--- src/rtl/predtab_pkg.sv ---
package predtab_pkg;
  parameter int unsigned TabEntries  = 8;
  parameter int unsigned RegNumW     = 5;
  parameter int unsigned LookupPorts = 3;
  localparam int unsigned IdxW = $clog2(TabEntries);
  localparam int unsigned KeyW = RegNumW + 1;

  // strobes from control to storage
  typedef struct packed {
    logic [TabEntries-1:0] load;
    logic [TabEntries-1:0] drop;
  } tabStrobe_t;

  typedef struct packed {
    logic               isFp;
    logic [RegNumW-1:0] regNum;
  } opKey_t;
endpackage

--- src/rtl/predtab_ctrl.sv ---
module predtab_ctrl
  import predtab_pkg::*;
(
  input  logic            wrEn,
  input  logic            wrClear,
  input  logic [IdxW-1:0] wrIdx,
  output tabStrobe_t      strobe
);
  always_comb begin
    strobe = '0;
    for (int e = 0; e < TabEntries; e++) begin
      strobe.load[e] = wrEn && !wrClear && (wrIdx == IdxW'(e));
      strobe.drop[e] = wrEn &&  wrClear && (IdxW'(e) >= wrIdx);
    end
  end
endmodule

--- src/rtl/predtab_store.sv ---
module predtab_store
  import predtab_pkg::*;
(
  input  logic                           clk,
  input  logic                           rstN,
  input  tabStrobe_t                     strobe,
  input  opKey_t                         wrKey,
  input  logic [RegNumW-1:0]             wrPred,
  input  logic [LookupPorts-1:0]         lkFp,
  input  logic [LookupPorts*RegNumW-1:0] lkReg,
  output logic [LookupPorts-1:0]         lkHit,
  output logic [LookupPorts*RegNumW-1:0] lkPred
);
  logic   [TabEntries-1:0] entValid;
  opKey_t                  entKey  [TabEntries];
  logic   [RegNumW-1:0]    entPred [TabEntries];

  for (genvar e = 0; e < TabEntries; e++) begin : g_ent
    always_ff @(posedge clk) begin
      if (!rstN) begin
        entValid[e] <= 1'b0;
        entKey[e]   <= '0;
        entPred[e]  <= '0;
      end else if (strobe.drop[e]) begin
        entValid[e] <= 1'b0;
      end else if (strobe.load[e]) begin
        entValid[e] <= 1'b1;
        entKey[e]   <= wrKey;
        entPred[e]  <= wrPred;
      end
    end
  end

  // fully parallel compare; scanning downward leaves the lowest match
  for (genvar p = 0; p < LookupPorts; p++) begin : g_port
    opKey_t probe;
    assign probe = '{isFp: lkFp[p], regNum: lkReg[p*RegNumW +: RegNumW]};
    always_comb begin
      lkHit[p] = 1'b0;
      lkPred[p*RegNumW +: RegNumW] = '0;
      for (int e = TabEntries - 1; e >= 0; e--) begin
        if (entValid[e] && entKey[e] == probe) begin
          lkHit[p] = 1'b1;
          lkPred[p*RegNumW +: RegNumW] = entPred[e];
        end
      end
    end
  end
endmodule

--- src/rtl/predtab_top.sv ---
module predtab_top
  import predtab_pkg::*;
(
  input  logic                           clk,
  input  logic                           rstN,
  input  logic                           wrEn,
  input  logic                           wrClear,
  input  logic [IdxW-1:0]                wrIdx,
  input  logic                           wrKeyFp,
  input  logic [RegNumW-1:0]             wrKeyReg,
  input  logic [RegNumW-1:0]             wrPredReg,
  input  logic [LookupPorts-1:0]         lkFp,
  input  logic [LookupPorts*RegNumW-1:0] lkReg,
  output logic [LookupPorts-1:0]         lkHit,
  output logic [LookupPorts*RegNumW-1:0] lkPred
);
  tabStrobe_t strobe;
  opKey_t     wrKey;

  assign wrKey = '{isFp: wrKeyFp, regNum: wrKeyReg};

  predtab_ctrl u_ctrl (
    .wrEn(wrEn), .wrClear(wrClear), .wrIdx(wrIdx), .strobe(strobe)
  );

  predtab_store u_store (
    .clk(clk), .rstN(rstN), .strobe(strobe), .wrKey(wrKey), .wrPred(wrPredReg),
    .lkFp(lkFp), .lkReg(lkReg), .lkHit(lkHit), .lkPred(lkPred)
  );
endmodule

--- config.mk ---
export PLATFORM = sky130hd
export DESIGN_NAME = predtab_top
export DESIGN_NICKNAME = d
export VERILOG_FILES = /design/src/rtl/predtab_pkg.sv /design/src/rtl/predtab_ctrl.sv /design/src/rtl/predtab_store.sv /design/src/rtl/predtab_top.sv
export SDC_FILE = /design/constraint.sdc
export NUM_CORES = 1
export LEC_CHECK = 0
export ABC_CLOCK_PERIOD_IN_PS = 3500
export BUFFER_PORTS_ARGS = -buffer_cell sky130_fd_sc_hd__buf_2
export CAP_MARGIN = 15
export CORE_MARGIN = 2
export CORE_UTILIZATION = 30
export CTS_CLUSTER_SIZE = 28
export DETAILED_ROUTE_END_ITERATION = 7
export GPL_ROUTABILITY_DRIVEN = 0
export PLACE_DENSITY = 0.54
export SETUP_SLACK_MARGIN = 0.02
export SKIP_CTS_REPAIR_TIMING = 1
export SYNTH_ARGS = -nofsm -noshare
export SYNTH_HDL_FRONTEND = slang
export SYNTH_SLANG_ARGS = --single-unit
--- constraint.sdc ---
create_clock -name clk -period 3.5 [get_ports clk]
set_clock_uncertainty 0.15 [all_clocks]
set_input_delay 0.7 -clock clk [delete_from_list [all_inputs] [get_ports clk]]
set_output_delay 0.7 -clock clk [all_outputs]
set_load 0.02 [all_outputs]
Word-level counts from Yosys, hierarchy flattened
Memory sizes are Yosys's and may differ from the RTL's. Cells that the tools add are included.

Flip-flop bits (word level): 8. Bits in writable memories: 88. Input bits: 36. Output and inout port bits: 18. Logic and storage cells: 215. Memories kept: 2.

Memory list: u_store.entKey (depth 8, bits a word 6, read ports 8, clocked after memory_dff 0, wr ports 8, RTL line predtab_store.sv:15) `opKey_t entKey [TabEntries];`; u_store.entPred (depth 8, bits a word 5, read ports 8, clocked after memory_dff 0, wr ports 8, RTL line predtab_store.sv:16) `logic [RegNumW-1:0] entPred [TabEntries];`.

$lt $le $gt $ge: 8. Equal/unequal tests: 31. Multiplexer cells: 97. Bitwise logic cells: 17. Reduce and logical (&&, ||, !) cells: 52.

Operators with widths (count): two-way mux 5 bit (32); == test 6 bit (24); two-way mux 1 bit (57); two-way mux 6 bit (8); logical AND 1 bit (42); bitwise OR 1 bit (16); OR reduction 2 bit (8); == test 3 bit, second input constant (4); >= comparator 3 bit, first input constant (4); == test 3 x 2 -> 1 bit, second input constant (2); >= comparator 1 x 3 -> 1 bit, first input constant (2); >= comparator 2 x 3 -> 1 bit, first input constant (2); == test 3 x 1 -> 1 bit, second input constant (1); logical NOT 3 bit (1); logical NOT 1 bit (1); NOT 1 bit (1).

Logic depth before layout (Yosys ltp)
Depth in word-level cells: 10. Depth in mapped cells: 8. Depth with buffers taken out: 6.

Cells and area by module
From an unflattened synthesis, not the netlist that was laid out.

Cell total of the unflattened synthesis: 668. Area, all modules: 6754.0 µm².

Modules (own cells, without submodules): predtab_store (instances 1, cells an instance 641, area each 6593.8 µm², sequential area each 2802.7 µm²); predtab_ctrl (instances 1, cells an instance 27, area each 160.2 µm², sequential area each 0.0 µm²).

Least setup slack after synthesis
Ideal clock, no wire load.

Kind: input -> output. From: input lkReg[4]. To: output lkPred[0]. Arrival time: 2470 ps. Data required time: 2650 ps. Setup slack: 180 ps. Stages on the path: 6. Buffers on the path: 1. Cell sequence: buf_6 > xor2_1 > or4_4 > a21oi_1 > a221oi_1 > o32ai_1.

Word-level cells in the longest chain between the ends: 10. Elaborated cells on any way between the ends: 24. Those cells by class: 8 x eq/ne; 8 x mux; 8 x reduce/logical.

RTL lines: from (decl) (RTL line predtab_top.sv:13) `input logic [LookupPorts*RegNumW-1:0] lkReg,`; == test 6 bit (RTL line predtab_store.sv:42) `if (entValid[e] && entKey[e] == probe) begin`; logical AND 1 bit (RTL line predtab_store.sv:42); two-way mux 5 bit (7 in series) (RTL line predtab_store.sv:42); two-way mux 5 bit * (RTL line predtab_store.sv:42); to (decl) (RTL line predtab_top.sv:15) `output logic [LookupPorts*RegNumW-1:0] lkPred`.

Every way passes the cells marked *; elsewhere a longest branch is shown, timed or not.

==> summary.json <==
{
  "seq_area_frac_synth": {"value": 41.5, "unit": "%"},
  "portBuffers": {"value": 53},
  "place_area": {"value": 7690, "unit": "um2"},
  "failed_checks": {"value": "negative setup slack"},
  "leakagePower": {"value": 3.15, "unit": "nW"},
  "worst_hold_end": {"value": "u_store.entValid[0]"},
  "ys_types": {"value": 64},
  "diodes": {"value": 0},
  "path_class": {"value": "flop to output pin"},
  "die-height": {"value": 154, "unit": "um"},
  "cap_violations": {"value": 0},
  "die_outline_area": {"value": 23700, "unit": "um2"},
  "post-dp-hpwl": {"value": 17300, "unit": "um"},
  "synth_area_per_cell": {"value": 10.2, "unit": "um2"},
  "detail_route.vias_per_cell": {"value": 5.15},
  "seqPwrFrac": {"value": 48.9, "unit": "%"},
  "dr_total_vias": {"value": 5419},
  "cts_htree_levels": {"value": 3},
  "drive_gt1_share": {"value": 26.4, "unit": "%"},
  "cp_max_fo": {"value": 4},
  "grt.total_usage": {"value": 18.6, "unit": "%"},
  "finalCriticalPeriod": {"value": 3.53, "unit": "ns"},
  "mappedNetlistNets": {"value": 696},
  "worstSetupStartpoint": {"value": "u_store.entKey[1][14]"},
  "cp.arrival": {"value": 2.68, "unit": "ns"},
  "fin_crit_sh": {"value": 101, "unit": "%"},
  "cts_made_buffers": {"value": 9},
  "final_net_count": {"value": 804},
  "end_kind": {"value": "output pin"},
  "power.combinational.fraction": {"value": 13.9, "unit": "%"},
  "hold-worst-slack": {"value": 0.383, "unit": "ns"},
  "crit_required": {"value": 2.65, "unit": "ns"},
  "hold_depth": {"value": 2},
  "switching_share": {"value": 25.6, "unit": "%"},
  "firstDrtPassIters": {"value": 5},
  "tritoncts": {"value": "yes"},
  "final_max_slew_violation_count": {"value": 0},
  "stdcell_area": {"value": 8380, "unit": "um2"},
  "top_level_ports": {"value": 54},
  "irDropWorstVdd": {"value": 0.273, "unit": "mV"},
  "tightestPinTransition": {"value": 0.811, "unit": "ns"},
  "clock-root-buffer": {"value": "clkbuf_16"},
  "unrepaired_setup_endpoints_after_global_routing": {"value": "true"},
  "cells_after_synth": {"value": 660},
  "fin_ws": {"value": -0.0296, "unit": "ns"},
  "worstSetupStartpointType": {"value": "flop"},
  "numClockSinks": {"value": 96},
  "die_width": {"value": 154, "unit": "um"},
  "ys_seq_elements": {"value": 96},
  "hold_path.class": {"value": "flop to flop"},
  "netSwitchingPower": {"value": 0.737, "unit": "mW"},
  "hold_viol_final": {"value": 0},
  "worst_r2r_path_depth": {"value": 4},
  "power.clock.fraction": {"value": 37.2, "unit": "%"},
  "area.growth.synth_to_final": {"value": 24.1, "unit": "%"},
  "placementRows": {"value": 54},
  "grt_start_max_net_pins": {"value": 15},
  "antenna_found_initial": {"value": 0},
  "overflow": {"value": 0},
  "drc": {"value": 0},
  "finalSetupViolations": {"value": 2},
  "deepest_clock_path_buffer_count": {"value": 2},
  "grt_pass1_vias": {"value": 5292},
  "average_routed_wire_per_standard_cell": {"value": 20.6, "unit": "um"},
  "initial_core_utilization": {"value": 30.7, "unit": "%"},
  "number_of_enable_type_register_cells_in_the_synthesized_netlist": {"value": 88},
  "dominantRegCellSynth": {"value": "edfxtp_1"},
  "max_freq": {"value": 0.283, "unit": "GHz"},
  "power_per_cell_area": {"value": 344, "unit": "nW/um2"},
  "route.antenna.remaining_nets": {"value": 0},
  "clock_insertion_delay_worst_skew": {"value": 0.35, "unit": "ns"},
  "async_s_r_ff_share_synth": {"value": 0, "unit": "%"},
  "mapped_area": {"value": 6750, "unit": "um2"},
  "drtIter0Drc": {"value": 386},
  "wl": {"value": 21700, "unit": "um"},
  "internal-power": {"value": 2.14, "unit": "mW"},
  "timing.rr.start": {"value": "u_store.entValid[6]"},
  "crit-reg2reg-capture": {"value": "u_store.entValid[6]"},
  "status": {"value": "complete, but fails checks"},
  "reg2reg_slack": {"value": 2.48, "unit": "ns"},
  "hold_path.startpoint": {"value": "u_store.entValid[0]"},
  "grt_first_pass_wirelength": {"value": 33100, "unit": "um"},
  "path_clk_slew": {"value": 0.07, "unit": "ns"},
  "yosysWarningCount": {"value": 0},
  "timing.max_slew.rel_slack": {"value": 45.7, "unit": "%"},
  "placeableCoreArea": {"value": 22000, "unit": "um2"}
}
[kinds of logic (layout without fill, tap and decap cells)]
family / after synthesis / count (layout) / synth area share (%)
DFF: 96 / 96 / 41.5
and+or+nand+nor: 261 / 261 / 23.1
AOI/OAI and AO/OA: 101 / 101 / 10.7
xor gates and xnor gates: 144 / 144 / 18.7
muxes: 11 / 11 / 1.80
buffers and inverters: 47 / 160 / 4.17
[stage by stage]
stage	TNS (ns)	setup slack [ns]	std cells	power [mW]	utilization (%)
3_5_place_dp	-0.236	-0.103	1030	1.80	35.0
6_report	-0.0343	-0.0296	1053	2.88	38.1
3_3_place_gp	-0.212	-0.0898	1030	1.80	35.0
5_1_grt	-0.554	-0.104	1053	2.98	38.1
4_1_cts	-0.558	-0.165	1046	2.87	36.5
2_1_floorplan	0	0.180	660	1.65	-
[cell usage after synthesis (16+ instances only)]
cell type,n,area (um2)
a21oi_1,16,80.1
and2_1,91,569
edfxtp_1,88,2640
nand2_1,26,97.6
nand3_1,19,95.1
nand4_1,18,113
nor2_1,30,113
nor3_1,20,100
o21ai_0,18,90.1
xnor2_1,85,744
xor2_1,59,517
[cell type report]
type	count	area [um2]
clock buffers	15	290
clock inverters	1	30.0
fillers	2196	13600
inverters	12	45.0
multi-input cells	517	3920
flip-flops and latches	96	2800
well taps	280	350
repair buffers	132	938
[per-layer routing]
metal | track usage, % | routed length, um | share of wire (%)
met5 | 0 | 0 | 0
met4 | 5.03 | 430 | 2.0
met3 | 4.11 | 1220 | 5.6
met1 | 26.5 | 10500 | 48
met2 | 28.3 | 9550 | 44
[power groups by stage]
| stage | combinational (mW) | clock (mW) | sequential (mW) |
|---|---|---|---|
| after detailed placement | 0.377 | 0 | 1.43 |
| final | 0.401 | 1.07 | 1.41 |
| after global routing | 0.437 | 1.13 | 1.41 |
| after CTS | 0.380 | 1.09 | 1.40 |
| after global placement | 0.373 | 0 | 1.43 |
| after floorplan | 0.255 | 0 | 1.40 |
[flip-flops by register name, summed over array words and instances, names as in the netlist]
name,flops
u_store.entPred,40
u_store.entValid,8
u_store.entKey,48
[worst max path at each step]
stage | endpoint | slack, ns | depth (start not counted)
after floorplan | lkPred[0] | 0.18 | 6
after global placement | lkPred[5] | -0.09 | 8
after detailed placement | lkPred[5] | -0.10 | 8
after CTS | lkPred[5] | -0.16 | 7
after global routing | lkPred[8] | -0.10 | 9
final | lkPred[5] | -0.03 | 8
[cell usage in the layout (no fill, tap or decap), types with 5 or more instances in the layout]
cell / n
nand2_1: 26
buf_6: 6
buf_4: 83
dfxtp_1: 8
xnor2_1: 79
clkbuf_16: 11
or3_1: 7
buf_2: 38
and3_1: 7
nor3_1: 17
nand3_1: 19
xor2_1: 59
mux2_2: 5
inv_1: 12
a221oi_2: 5
nand4_1: 18
nand2b_1: 6
nor2_1: 30
a221oi_1: 7
o21ai_1: 8
xnor2_2: 6
and2_1: 89
edfxtp_1: 88
o211ai_1: 5
o21ai_0: 10
o22ai_1: 5
a21oi_1: 14
nor4_2: 7
[critical path: stages, from the launching register on]
cell and delay, ns:
edfxtp_1 0.43, xnor2_1 0.21, nand4_1 0.22, nor4_4 0.25, buf_4 0.19, mux2_4 0.30
a222oi_1 0.38, o21ai_1 0.15, buf_4 0.18
No activity file was read; power rests on OpenSTA's default activity.
